[config.mk]
export PLATFORM = sky130hd
export DESIGN_NAME = cfg_space_target
export DESIGN_NICKNAME = d
export VERILOG_FILES = /design/src/rtl/cfg_pkg.sv /design/src/rtl/cfg_decode.sv /design/src/rtl/cfg_func_regs.sv /design/src/rtl/cfg_space_target.sv
export SDC_FILE = /design/constraint.sdc
export NUM_CORES = 1
export LEC_CHECK = 0
export BUFFER_PORTS_ARGS = -buffer_cell sky130_fd_sc_hd__buf_4
export CAP_MARGIN = 5
export CORE_MARGIN = 2
export CORE_UTILIZATION = 45
export DETAILED_ROUTE_END_ITERATION = 8
export PLACE_DENSITY = 0.76
export SKIP_CTS_REPAIR_TIMING = 1
export SYNTH_ARGS = -nofsm -noshare
export SYNTH_HDL_FRONTEND = slang
export SYNTH_HIERARCHICAL = 1
export SYNTH_SLANG_ARGS = --single-unit
[constraint.sdc]
create_clock -name clk -period 4.06 [get_ports clk]
set_clock_uncertainty 0.1 [all_clocks]
set_input_delay 0 -clock clk [delete_from_list [all_inputs] [get_ports clk]]
set_output_delay 0 -clock clk [all_outputs]
set_load 0.02 [all_outputs]
[src/rtl/cfg_pkg.sv]
package cfg_pkg;

  typedef enum logic [0:0] {
    SVID_SHADOW = 1'b0,
    SVID_WREN   = 1'b1
  } svid_mode_e;

  localparam logic [5:0] IDX_ID     = 6'd0;
  localparam logic [5:0] IDX_CMD    = 6'd1;
  localparam logic [5:0] IDX_CLASS  = 6'd2;
  localparam logic [5:0] IDX_HDR    = 6'd3;
  localparam logic [5:0] IDX_BAR0   = 6'd4;
  localparam logic [5:0] IDX_SUBSYS = 6'd11;
  localparam logic [5:0] IDX_INTR   = 6'd15;

  localparam logic [15:0] CMD_WMASK = 16'h0547;

  // Replace the enabled byte lanes of old_v with those of new_v.
  function automatic logic [31:0] be_merge(input logic [31:0] old_v,
                                           input logic [31:0] new_v,
                                           input logic [3:0]  be);
    logic [31:0] r;
    r = old_v;
    for (int b = 0; b < 4; b++) begin
      if (be[b]) r[8*b +: 8] = new_v[8*b +: 8];
    end
    return r;
  endfunction

  // Bits of the base address register that software may write.
  function automatic logic [31:0] bar_keep(input int lg);
    return ~((32'd1 << lg) - 32'd1);
  endfunction

  // Local configuration cycle addressed to this device.
  function automatic logic type0_hit(input logic sel, input logic [1:0] typ);
    return sel && (typ == 2'b00);
  endfunction

  // Function number acceptance: full decode only when multifunction.
  function automatic logic func_hit(input logic [2:0] fn, input int nfunc);
    if (nfunc > 1) return ({29'd0, fn} < 32'(nfunc));
    return fn == 3'd0;
  endfunction

endpackage

[src/rtl/cfg_decode.sv]
module cfg_decode #(
  parameter int NUM_FUNC = 2
) (
  input  logic                cfg_req,
  input  logic                cfg_idsel,
  input  logic [1:0]          cfg_type,
  input  logic [2:0]          cfg_func,
  output logic                claim,
  output logic [NUM_FUNC-1:0] hit_vec
);
  import cfg_pkg::*;

  assign claim = cfg_req && type0_hit(cfg_idsel, cfg_type) &&
                 func_hit(cfg_func, NUM_FUNC);

  for (genvar f = 0; f < NUM_FUNC; f++) begin : g_hit
    assign hit_vec[f] = claim && (cfg_func == 3'(f));
  end

endmodule

[src/rtl/cfg_func_regs.sv]
module cfg_func_regs #(
  parameter int                  FUNC_NUM   = 0,
  parameter bit                  MULTI      = 1'b0,
  parameter logic [15:0]         VENDOR_ID  = 16'h1D5A,
  parameter logic [15:0]         DEVICE_ID  = 16'h0C31,
  parameter logic [7:0]          REV_ID     = 8'h02,
  parameter logic [23:0]         CLASS_CODE = 24'h078000,
  parameter logic [15:0]         SSVID_RST  = 16'h1D5A,
  parameter logic [15:0]         SSID       = 16'hA001,
  parameter int                  BAR_LOG2   = 12,
  parameter cfg_pkg::svid_mode_e SVID_MODE  = cfg_pkg::SVID_SHADOW,
  parameter logic [5:0]          SVID_IDX   = 6'd16
) (
  input  logic        clk,
  input  logic        rst_n,
  input  logic        hit,
  input  logic        we,
  input  logic [5:0]  idx,
  input  logic [3:0]  be,
  input  logic [31:0] wdata,
  output logic [31:0] rdata,
  output logic [15:0] cmd_q,
  output logic [15:0] svid_q,
  output logic        svid_upd
);
  import cfg_pkg::*;

  localparam logic [31:0] BAR_MASK = bar_keep(BAR_LOG2);
  localparam logic [7:0]  HDR_TYPE = {MULTI, 7'h00};
  localparam logic [7:0]  INT_PIN  = 8'((FUNC_NUM % 4) + 1);

  logic        wr;
  logic [31:0] bar_q;
  logic [7:0]  intl_q;
  logic        wen_q;
  logic [31:0] aux_rd;
  logic [31:0] cmd_merged;
  logic [31:0] svid_merged;

  assign wr          = hit && we;
  assign cmd_merged  = be_merge({16'h0000, cmd_q}, wdata, be);
  assign svid_merged = be_merge({16'h0000, svid_q}, wdata, be);

  // Command register: only the implemented control bits are kept.
  always_ff @(posedge clk) begin
    if (!rst_n)                    cmd_q <= 16'h0000;
    else if (wr && idx == IDX_CMD) cmd_q <= cmd_merged[15:0] & CMD_WMASK;
  end

  // Base address register with hardwired size/type bits.
  always_ff @(posedge clk) begin
    if (!rst_n)                     bar_q <= 32'h0;
    else if (wr && idx == IDX_BAR0) bar_q <= be_merge(bar_q, wdata, be) & BAR_MASK;
  end

  // Interrupt line byte.
  always_ff @(posedge clk) begin
    if (!rst_n)                              intl_q <= 8'hFF;
    else if (wr && idx == IDX_INTR && be[0]) intl_q <= wdata[7:0];
  end

  // Subsystem vendor ID register, updated only through the selected path.
  always_ff @(posedge clk) begin
    if (!rst_n)        svid_q <= SSVID_RST;
    else if (svid_upd) svid_q <= svid_merged[15:0];
  end

  if (SVID_MODE == SVID_WREN) begin : g_wren
    always_ff @(posedge clk) begin
      if (!rst_n)                              wen_q <= 1'b0;
      else if (wr && idx == SVID_IDX && be[0]) wen_q <= wdata[0];
    end
    assign svid_upd = wr && (idx == IDX_SUBSYS) && wen_q && (be[1] || be[0]);
    assign aux_rd   = {31'h0, wen_q};
  end else begin : g_shadow
    assign wen_q    = 1'b0;
    assign svid_upd = wr && (idx == SVID_IDX) && (be[1] || be[0]);
    assign aux_rd   = {16'h0000, svid_q};
  end

  // Read multiplexer; every unlisted index returns zero.
  always_comb begin
    rdata = 32'h0;
    if (idx == SVID_IDX) begin
      rdata = aux_rd;
    end else begin
      case (idx)
        IDX_ID:     rdata = {DEVICE_ID, VENDOR_ID};
        IDX_CMD:    rdata = {16'h0000, cmd_q};
        IDX_CLASS:  rdata = {CLASS_CODE, REV_ID};
        IDX_HDR:    rdata = {8'h00, HDR_TYPE, 16'h0000};
        IDX_BAR0:   rdata = bar_q;
        IDX_SUBSYS: rdata = {SSID, svid_q};
        IDX_INTR:   rdata = {16'h0000, INT_PIN, intl_q};
        default:    rdata = 32'h0;
      endcase
    end
  end

endmodule

[src/rtl/cfg_space_target.sv]
module cfg_space_target #(
  parameter int                  NUM_FUNC   = 2,
  parameter logic [15:0]         VENDOR_ID  = 16'h1D5A,
  parameter logic [15:0]         DEVICE_ID  = 16'h0C31,
  parameter logic [7:0]          REV_ID     = 8'h02,
  parameter logic [23:0]         CLASS_CODE = 24'h078000,
  parameter logic [15:0]         SSVID_RST  = 16'h1D5A,
  parameter logic [15:0]         SSID       = 16'hA001,
  parameter int                  BAR_LOG2   = 12,
  parameter cfg_pkg::svid_mode_e SVID_MODE  = cfg_pkg::SVID_SHADOW,
  parameter logic [5:0]          SVID_IDX   = 6'd16
) (
  input  logic        clk,
  input  logic        rst_n,
  input  logic        cfg_req,
  input  logic        cfg_idsel,
  input  logic [1:0]  cfg_type,
  input  logic [2:0]  cfg_func,
  input  logic [5:0]  cfg_reg,
  input  logic        cfg_we,
  input  logic [3:0]  cfg_be,
  input  logic [31:0] cfg_wdata,
  output logic        rsp_valid,
  output logic [31:0] rsp_rdata
);
  localparam bit MULTI = (NUM_FUNC > 1);

  logic                   claim;
  logic [NUM_FUNC-1:0]    hit_vec;
  logic [NUM_FUNC-1:0]    svid_upd;
  logic [NUM_FUNC*16-1:0] svid_flat;
  logic [NUM_FUNC*16-1:0] cmd_flat;
  logic [31:0]            rd_fn [NUM_FUNC];
  logic [31:0]            rd_sel;

  cfg_decode #(.NUM_FUNC(NUM_FUNC)) u_dec (
    .cfg_req   (cfg_req),
    .cfg_idsel (cfg_idsel),
    .cfg_type  (cfg_type),
    .cfg_func  (cfg_func),
    .claim     (claim),
    .hit_vec   (hit_vec)
  );

  for (genvar f = 0; f < NUM_FUNC; f++) begin : g_fn
    cfg_func_regs #(
      .FUNC_NUM   (f),
      .MULTI      (MULTI),
      .VENDOR_ID  (VENDOR_ID),
      .DEVICE_ID  (DEVICE_ID),
      .REV_ID     (REV_ID),
      .CLASS_CODE (CLASS_CODE),
      .SSVID_RST  (SSVID_RST),
      .SSID       (SSID),
      .BAR_LOG2   (BAR_LOG2),
      .SVID_MODE  (SVID_MODE),
      .SVID_IDX   (SVID_IDX)
    ) u_regs (
      .clk      (clk),
      .rst_n    (rst_n),
      .hit      (hit_vec[f]),
      .we       (cfg_we),
      .idx      (cfg_reg),
      .be       (cfg_be),
      .wdata    (cfg_wdata),
      .rdata    (rd_fn[f]),
      .cmd_q    (cmd_flat[16*f +: 16]),
      .svid_q   (svid_flat[16*f +: 16]),
      .svid_upd (svid_upd[f])
    );
  end

  // One-hot select of the addressed function's read data.
  always_comb begin
    rd_sel = 32'h0;
    for (int f = 0; f < NUM_FUNC; f++) begin
      if (hit_vec[f]) rd_sel = rd_sel | rd_fn[f];
    end
  end

  always_ff @(posedge clk) begin
    if (!rst_n) begin
      rsp_valid <= 1'b0;
      rsp_rdata <= 32'h0;
    end else begin
      rsp_valid <= claim;
      rsp_rdata <= (claim && !cfg_we) ? rd_sel : 32'h0;
    end
  end

endmodule

==> results.py <==
metrics = {
    "outcome": {
        "run_status": "finished with violations",
        "violations": "hold timing",
    },
    "finish": {
        "post-route-util_pct": 57.3,
        "nNetsFinal": 825,
        "area_delta_synth_final_pct": 25.7,
        "fin_area_sq_mm": 0.00789,
        "antenna_cells": 0,
        "drive_above_1_share_pct": 17.6,
        "stdcell_count": 966,
    },
    "die": {
        "dieArea_sq_mm": 0.0149,
        "fp.coreArea_sq_mm": 0.0138,
        "ios": 85,
        "dieWidth_microns": 122,
        "fp.dieH_microns": 122,
        "initial_core_util_pct": 45.6,
        "rows": 43,
    },
    "logic_synthesis": {
        "yosys_warnings": 6,
        "postSynthCellCount": 681,
        "syn_area_sq_mm": 0.00628,
        "synth.avg_cell_area_sq_um": 9.22,
        "synthesis.nets": 733,
    },
    "timing": {
        "slew_viol_final": 0,
        "tightestPinTransition_ns": 1.27,
        "grt_setup_unrepaired": "false",
        "setup_viol": 0,
        "hold_ws_ns": -0.00750,
        "hold_violations": 7,
        "fin_tns_setup_ns": 0,
        "max_slew_margin_pct": 15.2,
        "layout_min_cycle_time_ns": 2.98,
        "post-route-period-util_pct": 73.5,
        "fmax_mhz": 335,
    },
    "routing": {
        "initialDrtViolationCount": 602,
        "drc": 0,
        "wl_microns": 16700,
        "drtAntennaViolNets": 0,
        "via_per_inst": 5.66,
        "routedWlPerCell_microns": 17.3,
        "first_pass_iters": 6,
        "via_count": 5465,
    },
    "global_route": {
        "grt_pass1_vias": 5307,
        "grt-ovfl-total": 0,
        "grt_use_total_pct": 22.4,
        "antenna_found_initial": 0,
        "grt_max_degree": 64,
        "grt_pass1_wl_microns": 26100,
    },
    "setup_path": {
        "crit_type": "input pin to register",
        "end_kind": "register",
        "r2r_setup_slack_ns": 2.74,
        "cp_max_fo": 30,
        "start_kind": "input pin",
        "worstPathArrival_ns": 3.25,
        "required_ns": 4.32,
    },
    "placed_design": {
        "hpwl_microns": 11200,
        "dp_cells": 897,
        "io_buffers": 84,
        "gp_congestion": 0.903,
        "dpl_cell_area_sq_mm": 0.00691,
    },
    "min_path": {
        "min_path_type": "input pin to register",
    },
    "clocking": {
        "clock_sinks": 133,
        "cts_buffer_depth": 2,
        "cts_max_level": 4,
        "cts_tree": "built",
        "cts_buffers": 17,
        "clk_pin_slew_ns": 0.06,
        "root_buffer": "clkbuf_16",
        "clock_latency_ns": 0.42,
    },
    "power": {
        "ir_drop_mv": 0.241,
        "p_leak_uw": 0.00312,
        "power.density_mw_per_mm2": 389,
    },
    "run": {
        "drv_cap": 0,
    },
}
worst paths after layout:
check,from,endpoint,cells after the start
worst max-delay path,cfg_func[1],g_fn[0].u_regs/bar_q[18],8
worst min-delay path,rst_n,g_fn[0].u_regs/bar_q[29],3
worst max register to register,g_fn[1].u_regs/cmd_q[6],rsp_rdata[6],5
worst min register to register,g_fn[0].u_regs/bar_q[17],g_fn[0].u_regs/bar_q[17],2
state kept, by name (all words and copies together), names as in the netlist:
name,cells
rsp_rdata,32
g_fn.u_regs/svid_q,32
g_fn.u_regs/intl_q,16
rsp_valid,1
g_fn.u_regs/bar_q,40
g_fn.u_regs/cmd_q,12
metrics by stage:
step | power, uW | setup WS [ns]
after floorplan | 1430 | 1.56
final | 3070 | 1.08
after detailed placement | 1500 | 1.25
after CTS | 3060 | 1.69
after global routing | 3160 | 1.03
after global placement | 1490 | 1.36
layer usage:
metal / wire length (microns) / GRT usage (%)
met1: 7360 / 30.2
met4: 364 / 8.84
met5: 0 / 0
met2: 7590 / 34.4
met3: 1420 / 5.66
final cells by class:
type | count | area [sq um]
Clock buffer | 24 | 482
Multi-Input combinational cell | 490 | 3340
Inverter | 4 | 15.0
Fill cell | 1209 | 5880
Clock inverter | 8 | 123
Sequential cell | 133 | 2660
Tap cell | 180 | 225
Timing Repair Buffer | 127 | 1050
worst max-delay path, stage by stage:
cell           delay (ns)
dlygate4sd3_1        0.55
buf_4                0.16
nor4b_4              0.63
buf_4                0.48
nand3_1              0.19
nor3_4               0.45
mux2i_1              0.24
dlygate4sd3_1        0.55
where the power goes:
group | internal, uW | total, uW | leakage, uW | switching, uW
Combinational | 85.8 | 193 | 0.00175 | 107
Clock | 1010 | 1570 | 0.000298 | 557
Sequential | 1310 | 1310 | 0.00107 | 0.0303
cell usage in the layout, fill, tap and decap left out, types with 5 or more instances in the layout:
| master | instances |
|---|---|
| dfxtp_1 | 133 |
| nand2_1 | 127 |
| mux2i_1 | 92 |
| buf_4 | 90 |
| nor2_1 | 40 |
| nor2b_1 | 40 |
| dlygate4sd3_1 | 37 |
| a22oi_1 | 32 |
| clkbuf_16 | 17 |
| a221o_1 | 16 |
| a22o_1 | 15 |
| and2_1 | 14 |
| a21o_1 | 14 |
| nand3_1 | 12 |
| nor4_1 | 10 |
| and3_1 | 10 |
| a31oi_1 | 8 |
| o21ai_0 | 8 |
| nor3_2 | 5 |
| nor3_1 | 5 |
Note: power is estimated with default switching activity, not from simulation.
